**config.mk**
```make
export PLATFORM = sky130hd
export DESIGN_NAME = swp_gate
export DESIGN_NICKNAME = d
export VERILOG_FILES = /design/src/rtl/swp_pkg.sv /design/src/rtl/swp_matcher.sv /design/src/rtl/swp_nv_bit.sv /design/src/rtl/swp_out_reg.sv /design/src/rtl/swp_gate.sv
export SDC_FILE = /design/constraint.sdc
export NUM_CORES = 1
export LEC_CHECK = 0
export BUFFER_PORTS_ARGS = -buffer_cell sky130_fd_sc_hd__buf_2
export CAP_MARGIN = 40
export CORE_UTILIZATION = 48
export CTS_CLUSTER_SIZE = 24
export DETAILED_ROUTE_END_ITERATION = 8
export GPL_TIMING_DRIVEN = 0
export PLACE_DENSITY = 0.88
export SLEW_MARGIN = 20
export SYNTH_ARGS = -nofsm -noshare
export SYNTH_HDL_FRONTEND = slang
export SYNTH_SLANG_ARGS = --single-unit
```
**constraint.sdc**
```tcl
create_clock -name clk_i -period 2.9 [get_ports clk_i]
set_clock_uncertainty 0.2 [all_clocks]
set_input_delay 0.58 -clock clk_i [delete_from_list [all_inputs] [get_ports clk_i]]
set_output_delay 0.58 -clock clk_i [all_outputs]
set_load 0.03 [all_outputs]
```
**src/rtl/swp_pkg.sv**
```systemverilog
package swp_pkg;
  typedef enum logic [2:0] {
    M_IDLE, M_ONE, M_TWO, M_OPEN, M_DATA
  } match_st_e;

  typedef enum logic [1:0] {
    EV_NONE, EV_DATA, EV_SET, EV_CLR
  } load_ev_e;
endpackage

```
**src/rtl/swp_matcher.sv**
```systemverilog
module swp_matcher
  import swp_pkg::*;
#(
  parameter int unsigned ADDR_W = 15,
  parameter int unsigned DATA_W = 8,
  parameter logic [ADDR_W-1:0] CMD_A0 = 15'h5555,
  parameter logic [DATA_W-1:0] CMD_D0 = 8'hAA,
  parameter logic [ADDR_W-1:0] CMD_A1 = 15'h2AAA,
  parameter logic [DATA_W-1:0] CMD_D1 = 8'h55,
  parameter logic [ADDR_W-1:0] CMD_A2 = 15'h5555,
  parameter logic [DATA_W-1:0] SET_D2 = 8'hA0,
  parameter logic [DATA_W-1:0] CLR_D2 = 8'h20
) (
  input  logic              clk_i,
  input  logic              rst_ni,
  input  logic              load_i,
  input  logic [ADDR_W-1:0] addr_i,
  input  logic [DATA_W-1:0] data_i,
  input  logic              restart_i,
  output load_ev_e          ev_o,
  output logic              open_o,     // sequence accepted before this load
  output logic              open_nx_o   // sequence accepted including this load
);
  localparam int unsigned NSTEP = 3;
  localparam logic [ADDR_W-1:0] SEQ_A [NSTEP] = '{CMD_A0, CMD_A1, CMD_A2};
  localparam logic [DATA_W-1:0] SEQ_D [NSTEP] = '{CMD_D0, CMD_D1, SET_D2};

  logic [NSTEP-1:0] hit;
  logic             clr_hit;
  match_st_e        st_q, st_mid, st_nx;

  for (genvar i = 0; i < NSTEP; i++) begin : g_hit
    assign hit[i] = (addr_i == SEQ_A[i]) && (data_i == SEQ_D[i]);
  end
  assign clr_hit = (addr_i == CMD_A2) && (data_i == CLR_D2);

  always_comb begin
    st_mid = st_q;
    ev_o   = EV_NONE;
    if (load_i) begin
      unique case (st_q)
        M_IDLE: if (hit[0]) st_mid = M_ONE;
                else begin st_mid = M_DATA; ev_o = EV_DATA; end
        M_ONE:  if (hit[1]) st_mid = M_TWO;
                else begin st_mid = M_DATA; ev_o = EV_DATA; end
        M_TWO:  if (hit[2])       begin st_mid = M_OPEN; ev_o = EV_SET; end
                else if (clr_hit) begin st_mid = M_OPEN; ev_o = EV_CLR; end
                else              begin st_mid = M_DATA; ev_o = EV_DATA; end
        default: ev_o = EV_DATA;
      endcase
    end
    st_nx = restart_i ? M_IDLE : st_mid;
  end

  assign open_o    = (st_q == M_OPEN);
  assign open_nx_o = (st_mid == M_OPEN);

  always_ff @(posedge clk_i or negedge rst_ni) begin
    if (!rst_ni) st_q <= M_IDLE;
    else         st_q <= st_nx;
  end
endmodule

```
**src/rtl/swp_nv_bit.sv**
```systemverilog
module swp_nv_bit (
  input  logic clk_i,
  input  logic nv_rst_ni,
  input  logic set_i,
  input  logic clr_i,
  output logic q_o
);
  // no power-on reset: models a nonvolatile cell
  always_ff @(posedge clk_i or negedge nv_rst_ni) begin
    if (!nv_rst_ni)  q_o <= 1'b0;
    else if (set_i)  q_o <= 1'b1;
    else if (clr_i)  q_o <= 1'b0;
  end
endmodule

```
**src/rtl/swp_out_reg.sv**
```systemverilog
module swp_out_reg #(
  parameter int unsigned ADDR_W = 15,
  parameter int unsigned DATA_W = 8
) (
  input  logic              clk_i,
  input  logic              rst_ni,
  input  logic              fwd_i,
  input  logic [ADDR_W-1:0] addr_i,
  input  logic [DATA_W-1:0] data_i,
  input  logic              permit_i,
  input  logic              dummy_i,
  output logic              wr_o,
  output logic [ADDR_W-1:0] wr_addr_o,
  output logic [DATA_W-1:0] wr_data_o,
  output logic              permit_o,
  output logic              dummy_o
);
  always_ff @(posedge clk_i or negedge rst_ni) begin
    if (!rst_ni) begin
      wr_o      <= 1'b0;
      wr_addr_o <= '0;
      wr_data_o <= '0;
      permit_o  <= 1'b0;
      dummy_o   <= 1'b0;
    end else begin
      wr_o     <= fwd_i;
      permit_o <= permit_i;
      dummy_o  <= dummy_i;
      if (fwd_i) begin
        wr_addr_o <= addr_i;
        wr_data_o <= data_i;
      end
    end
  end
endmodule

```
**src/rtl/swp_gate.sv**
```systemverilog
module swp_gate
  import swp_pkg::*;
#(
  parameter int unsigned ADDR_W = 15,
  parameter int unsigned DATA_W = 8,
  parameter logic [ADDR_W-1:0] CMD_A0 = 15'h5555,
  parameter logic [DATA_W-1:0] CMD_D0 = 8'hAA,
  parameter logic [ADDR_W-1:0] CMD_A1 = 15'h2AAA,
  parameter logic [DATA_W-1:0] CMD_D1 = 8'h55,
  parameter logic [ADDR_W-1:0] CMD_A2 = 15'h5555,
  parameter logic [DATA_W-1:0] SET_D2 = 8'hA0,
  parameter logic [DATA_W-1:0] CLR_D2 = 8'h20
) (
  input  logic              clk_i,
  input  logic              rst_ni,
  input  logic              nv_rst_ni,
  input  logic              load_i,
  input  logic [ADDR_W-1:0] addr_i,
  input  logic [DATA_W-1:0] data_i,
  input  logic              period_end_i,
  output logic              wr_o,
  output logic [ADDR_W-1:0] wr_addr_o,
  output logic [DATA_W-1:0] wr_data_o,
  output logic              permit_o,
  output logic              dummy_o,
  output logic              prot_o
);
  load_ev_e ev;
  logic     open_q, open_nx, prot_nx, any_q, any_nx, fwd, permit, dummy;

  swp_matcher #(
    .ADDR_W(ADDR_W), .DATA_W(DATA_W),
    .CMD_A0(CMD_A0), .CMD_D0(CMD_D0), .CMD_A1(CMD_A1), .CMD_D1(CMD_D1),
    .CMD_A2(CMD_A2), .SET_D2(SET_D2), .CLR_D2(CLR_D2)
  ) u_match (
    .clk_i, .rst_ni, .load_i, .addr_i, .data_i,
    .restart_i (period_end_i),
    .ev_o      (ev),
    .open_o    (open_q),
    .open_nx_o (open_nx)
  );

  swp_nv_bit u_nv (
    .clk_i, .nv_rst_ni,
    .set_i (ev == EV_SET),
    .clr_i (ev == EV_CLR),
    .q_o   (prot_o)
  );

  assign prot_nx = (ev == EV_SET) ? 1'b1 : (ev == EV_CLR) ? 1'b0 : prot_o;
  assign fwd     = (ev == EV_DATA) && (!prot_o || open_q);
  assign any_nx  = any_q | load_i;
  assign permit  = period_end_i && any_nx && (open_nx || !prot_nx);
  assign dummy   = period_end_i && any_nx && !(open_nx || !prot_nx);

  always_ff @(posedge clk_i or negedge rst_ni) begin
    if (!rst_ni) any_q <= 1'b0;
    else         any_q <= period_end_i ? 1'b0 : any_nx;
  end

  swp_out_reg #(.ADDR_W(ADDR_W), .DATA_W(DATA_W)) u_out (
    .clk_i, .rst_ni,
    .fwd_i    (fwd),
    .addr_i, .data_i,
    .permit_i (permit),
    .dummy_i  (dummy),
    .wr_o, .wr_addr_o, .wr_data_o, .permit_o, .dummy_o
  );
endmodule

```
==> results of run 1 <==
registers in the layout, summed over array words and instances (netlist names):
signal	count
u_match.st_q	3
u_out.dummy_o	1
u_out.wr_o	1
any_q	1
u_out.permit_o	1
u_out.wr_data_o	8
u_nv.q_o	1
u_out.wr_addr_o	15
worst max-delay path, cell delays in order:
cell and delay (ps):
buf_2 110, or4b_1 540, nor4_2 380, a32oi_1 210, o21ai_4 270, buf_6 190
mux2_1 340
logic make-up after synthesis:
group | Yosys count | share of synthesized area
AND/OR/NAND/NOR | 36 | 0.182
buffers and inverters | 8 | 0.0301
flip-flops | 31 | 0.519
AO/OA/AOI/OAI | 18 | 0.0887
multiplexers | 24 | 0.181
synth_stat cells:
cell and count:
a31oi_1 1, and4_1 1, or4b_1 5, a21oi_1 4
nor4_1 2, inv_1 4, a32oi_1 1, inv_2 1
o21ai_0 3, nand3_1 1, nand4b_1 3, nor4bb_1 1
a211oi_1 2, or3b_2 1, dfrtp_1 31, nand4bb_1 1
nor4_2 1, or4bb_1 1, a41oi_1 2, mux2_1 24
a2111o_1 1, clkbuf_1 1, or3b_1 1, buf_6 2
o21ai_4 1, nand3b_1 2, nor2_1 5, nor3_1 2
nand2b_1 3, a21o_1 1, nor3_2 1, and3_1 1
o211ai_1 1, and3b_1 1, nand4_1 3, o21a_1 1
cells in the final DEF (no fill, tap or decap), types with 2 or more instances in the layout:
cell / count
nor3_1: 2
nand3b_1: 2
nand4_1: 3
buf_2: 54
buf_6: 2
a41oi_1: 2
a211oi_1: 2
nor2_1: 5
or4b_1: 5
nand4b_1: 3
dfrtp_1: 31
nand2b_1: 3
o21ai_0: 3
a21oi_1: 4
nor4_1: 2
mux2_1: 24
inv_1: 4
clkbuf_4: 5
clkbuf_1: 2
power by group through the flow:
| stage | clock network [W] | logic [W] | registers, W |
|---|---|---|---|
| floorplan | 0 | 0.0000502 | 0.000562 |
| global placement | 0 | 0.000199 | 0.000491 |
| detailed placement | 0 | 0.000205 | 0.000495 |
| CTS | 0.000249 | 0.000206 | 0.000486 |
| global route | 0.000273 | 0.000219 | 0.000491 |
| finish | 0.000241 | 0.000204 | 0.000486 |
metal layers:
layer	GRT usage	vias to the layer above	wire (um)
met4	0.109	0	67
met2	0.397	62	1810
li1	-	576	-
met1	0.256	598	1310
met5	0	-	0
met3	0.105	8	287
per-stage QoR:
| stage | total power [W] | instances | utilization | area [um2] |
|---|---|---|---|---|
| detailed placement | 0.000699 | 202 | 0.632 | 1800 |
| finish | 0.000930 | 211 | 0.655 | 1870 |
| global placement | 0.000690 | 202 | 0.632 | 1800 |
| global route | 0.000983 | 211 | 0.655 | 1870 |
| floorplan | 0.000613 | 117 | - | 1500 |
| CTS | 0.000941 | 211 | 0.655 | 1870 |
timing repair:
item,in CTS,in global routing
hold endpoints to repair,1,0
hold buffers,1,0
buffers inserted,0,0
how the worst min path moves through the flow:
stage	to	slack, ps	cells after the start	from
2_1_floorplan	any_q	80	0	rst_ni
3_3_place_gp	u_nv.q_o	150	1	nv_rst_ni
3_5_place_dp	u_nv.q_o	160	1	nv_rst_ni
4_1_cts	u_out.wr_addr_o[6]	80	1	rst_ni
5_1_grt	u_out.wr_addr_o[6]	80	1	rst_ni
6_report	u_match.st_q[1]	60	1	rst_ni
layout make-up:
type / count / area [um2]
plain buffers: 3 / 26.3
clock buffers: 6 / 41.3
clock inverters: 2 / 12.5
fillers: 244 / 985
inverters: 5 / 18.8
multi-input cells: 78 / 674
flip-flops and latches: 31 / 776
well taps: 31 / 38.8
repair buffers: 55 / 280
==> run_results.csv, run 1 <==
group,metric,value,unit
power_and_ir_drop,pwr-share-comb,0.219,
layout,diodes,0,
placed_design,portBuffers,54,
synth,yosys.area.top_type,"dfrtp_1",
grt,antenna_found_initial,0,
worst_setup_path,startpoint,"addr_i[0]",
floorplan,dieHeight,57.8,um
sta,slew_headroom,0.573,
grt,gr-total-overflow,0,
power_and_ir_drop,ir_drop,395,uV
sta,min_period,2600,ps
worst_setup_path,worst_r2r_endpoint,"u_out.wr_addr_o[11]",
synth,synth_nets,145,
worst_setup_path,endpoint_kind,"flip-flop",
sta,tns,0,ps
floorplan,io_pins,55,
worst_setup_path,endpoint,"u_out.wr_addr_o[11]",
synth,synthCells,117,
power_and_ir_drop,internal_power,0.000631,W
route,dr.pass1.iters,6,
power_and_ir_drop,cellPowerDensity,498,nW/um2
synth,synth_area_per_cell,12.8,um2
cts,clk_pin_slew,100,ps
layout,fin_nets,207,
worst_setup_path,r2r_start,"u_match.st_q[1]",
cts,clockBufferDepth,2,
sta,grt_setup_unrepaired,"false",
cts,cts_max_level,2,
synth,ys_ff_latch,31,
sta,report.final.slew_viol_count,0,
power_and_ir_drop,p_sw,0.000299,W
floorplan,die_w,57.8,um
worst_setup_path,critPathKind,"in2reg",
floorplan,start_util,0.524,
layout,areaGrowthSynthToFinish,24.9,%
route,viasPerCell,5.90,
worst_setup_path,arrival,2620,ps
sta,fin_ws,297,ps
floorplan,dieArea,3340,um2
cts,cts.sinks,31,
cts,cts_resized,0,
route,drt-initial-drc-count,52,
sta,setup_viol,0,
synth,synthTopCellsByArea,"dfrtp_1 52%, mux2_1 18%, or4b_1 3.3%",
synth,ys_seq_area_frac,0.519,
sta,tightest_slew,640,ps
power_and_ir_drop,power_leakage,0.850,nW
route,ant_nets,0,
cts,root_buffer,"clkbuf_4",
power_and_ir_drop,clkPwrFrac,0.259,
placed_design,dp_slack,-60.4,ps
cts,tritoncts,"done",
synth,ys_warn_count,0,
sta,max_freq,384,MHz
grt,grt_pass1_vias,1273,
sta,finalHoldViolations,0,
floorplan,rows,19,
synth,netlist_area,1500,um2
route,detail_route.wl_per_cell,16.5,um
worst_setup_path,rrSetupSlack,340,ps
worst_setup_path,start_kind,"primary input",
min_path,hold_class,"in2async",
worst_setup_path,worstPathRequired,2920,ps
grt,grt.total_usage,0.236,
worst_setup_path,rr_worst_depth,7,
cts,cts_made_buffers,5,
placed_design,dp_hpwl,2750,um
floorplan,coreArea,2850,um2
run_status,violations,"design-rule violations",
grt,grt_start_max_net_pins,31,
flow_run,maxCapViolCount,0,
sta,whs,56.3,ps
grt,grt_pass1_wl,5800,um
layout,drive_gt1_frac,0.378,
route,wl,3470,um
power_and_ir_drop,switching_share,0.322,
route,detail_route.drc_violations,3,
sta,fin_crit_sh,0.897,
placed_design,globalplace.congestion,0.963,
synth,yosysUniqueCellTypes,36,
power_and_ir_drop,seq_power_share,0.522,
synth,synth_top_area_frac,0.519,
run_status,status,"complete, but fails checks",
route,vias,1244,
worst_setup_path,crit_fanout,10,
cts,clk_latency,330,ps
Power figures use the tool's default switching activity.
==> run 2: changes to the inputs <==
Settings changed: BUFFER_PORTS_ARGS -buffer_cell sky130_fd_sc_hd__buf_2 to unset, CORE_UTILIZATION 48 to 61, DONT_BUFFER_PORTS set to 1, GPL_TIMING_DRIVEN 0 to unset, MAX_ROUTING_LAYER set to met4, PLACE_DENSITY 0.88 to 0.87.
==> run 2 against run 1 <==
Via count shrank 17%. Highest routed layer unchanged. Clock power grew 4%. Fmax grew 6.1%. The run now ends clean. Combinational power shrank 66%. Total power shrank 5.2%. Design area shrank 14%. Sequential power grew 15%. Sequential cell count is the same. Global-route usage grew 3.1 points. Die area shrank 21%. Register-to-register slack gained 110 ps.
==> run_results.csv, run 2 (same netlist as run 1, synthesis figures left out) <==
group,metric,value,unit
worst_setup_path,cpPeakStageDelay,510,ps
floorplan,start_util,0.663,
worst_setup_path,rrSetupSlack,450,ps
layout,regMostFlops,"u_out.wr_addr_o",
placed_design,globalplace.congestion,0.981,
layout,fin_nets,154,
route,routed.top_layer,"met4",
route,dr.pass1.iters,4,
cts,cts.sinks,31,
sta,min_period,2450,ps
worst_setup_path,crit_fanout,14,
route,detail_route.drc_violations,0,
route,drt-initial-drc-count,30,
cts,clk_latency,330,ps
sta,grt_setup_unrepaired,"false",
cts,clk_pin_slew,90,ps
power_and_ir_drop,ir_drop,402,uV
layout,final_cell_mix,"31 x dfrtp_1, 24 x mux2_1, 5 x nor2_1, 5 x or4b_1, 5 x clkbuf_4",
layout,drive_gt1_frac,0.119,
route,detail_route.wl_per_cell,19.8,um
run_status,status,"finished, final reports clean",
grt,grt_pass1_vias,1102,
layout,ff_latch_area,776,um2
layout,diodes,0,
route,viasPerCell,6.68,
layout,largest_register_ffs,15,
placed_design,portBuffers,0,
route,drt-met1-wl,1170,um
worst_setup_path,slowest_stage,"dfrtp_1",
flow_run,maxCapViolCount,0,
worst_setup_path,endpoint_kind,"flip-flop",
sta,fin_crit_sh,0.846,
layout,fillers,162,
cts,cts_max_level,2,
layout,layout.cells.non_filler,154,
power_and_ir_drop,power_leakage,0.649,nW
worst_setup_path,arrival,2460,ps
cts,root_buffer,"clkbuf_4",
worst_setup_path,worstPathCellList,"or3b_1 > nor3_1 > a41oi_1 > o21ai_4 > buf_4 > mux2_1",
floorplan,die_w,51.5,um
power_and_ir_drop,p_total,0.000882,W
route,vias,1029,
layout,utilization,0.716,
sta,setup_viol,0,
sta,tns,0,ps
cts,clockBufferDepth,2,
layout,final_common_cell,"dfrtp_1",
cts,cts_resized,0,
route,wl,3050,um
floorplan,rows,17,
layout,reg.largest.list,"u_out.wr_addr_o x15, u_out.wr_data_o x8, u_match.st_q x3",
sta,finalHoldViolations,0,
min_path,hold_class,"in2reg",
sta,report.final.slew_viol_count,0,
sta,max_freq,408,MHz
route,wl_met2,1520,um
placed_design,placed_cells,144,
worst_setup_path,start_kind,"flip-flop",
floorplan,io_pins,55,
grt,grt.total_usage,0.267,
placed_design,dp_hpwl,2360,um
grt,grt_pass1_wl,4910,um
floorplan,dieArea,2650,um2
sta,tightest_slew,608,ps
cts,cts_made_buffers,5,
route,ant_nets,0,
grt,grt_start_max_net_pins,31,
floorplan,dieHeight,51.5,um
grt,antenna_found_initial,0,
floorplan,coreArea,2250,um2
sta,slew_headroom,0.591,
route,route.met3.wl,319,um
power_and_ir_drop,cellPowerDensity,546,nW/um2
layout,areaGrowthSynthToFinish,8.03,%
worst_setup_path,worstPathRequired,2910,ps
layout,multiInputGateArea,674,um2
worst_setup_path,critPathKind,"reg2reg",
grt,gr-total-overflow,0,
cts,tritoncts,"done",
[run 2: cell types whose count changed in the layout (fill, tap and decap cells not counted)]
cell           delta
buf_12            +1
buf_2            -54
buf_4             +2
buf_6             -2
clkbuf_1          -2
clkbuf_8          +1
clkinvlp_4        -1
dlygate4sd3_1     +1
[run 2: power by group]
| group | switching (W) | leakage, nW | internal, W |
|---|---|---|---|
| sequential | 0.0000938 | 0.374 | 0.000467 |
| combinational | 0.0000329 | 0.240 | 0.0000370 |
| clock | 0.000139 | 0.0341 | 0.000112 |
| total | 0.000266 | 0.649 | 0.000616 |
[run 2: final timing paths]
check / end / from / cells past startpoint
min in group asynchronous: u_nv.q_o / nv_rst_ni / 1
max in group asynchronous: u_out.wr_addr_o[0] / rst_ni / 2
setup reg to reg: u_out.wr_addr_o[8] / u_match.st_q[1] / 6
hold reg to reg: any_q / any_q / 2
hold / removal: u_match.st_q[2] / period_end_i / 1
setup / recovery: u_out.wr_addr_o[8] / u_match.st_q[1] / 6
[run 2: worst max-delay path: cells and delay by family (launching register included)]
kind | cells | cell delay [ps]
and+or+nand+nor | 2 | 700
DFF | 1 | 510
muxes | 1 | 360
AOI/OAI and AO/OA | 2 | 320
buffers and inverters | 1 | 250
[run 2: metrics by stage]
step | cell area (um2) | hold WS (ps) | setup slack (ps)
2_1_floorplan | 1500 | 84.4 | 244
3_3_place_gp | 1520 | 84.4 | 220
3_5_place_dp | 1520 | 84.4 | 120
4_1_cts | 1620 | 94.7 | 468
5_1_grt | 1620 | 84.0 | 323
6_report | 1620 | 98.7 | 448
[run 2: layout make-up]
class                   count  area share
well taps                  28      0.0217
multi-input cells          78       0.418
inverters                   5      0.0116
flip-flops and latches     31       0.480
clock inverters             1     0.00310
repair buffers              5      0.0341
clock buffers               6      0.0318
[run 2: repair_timing]
item                                   CTS  global route
hold buffers                             3             0
buffers inserted                         0             0
endpoints found under the hold margin   31             0
[run 2: per-layer routing]
metal  GRT usage  vias to the layer above
li1            -                      471
met1       0.299                      499
met2       0.433                       52
met3       0.126                        7
met4      0.0676                        0
met5           -                        -
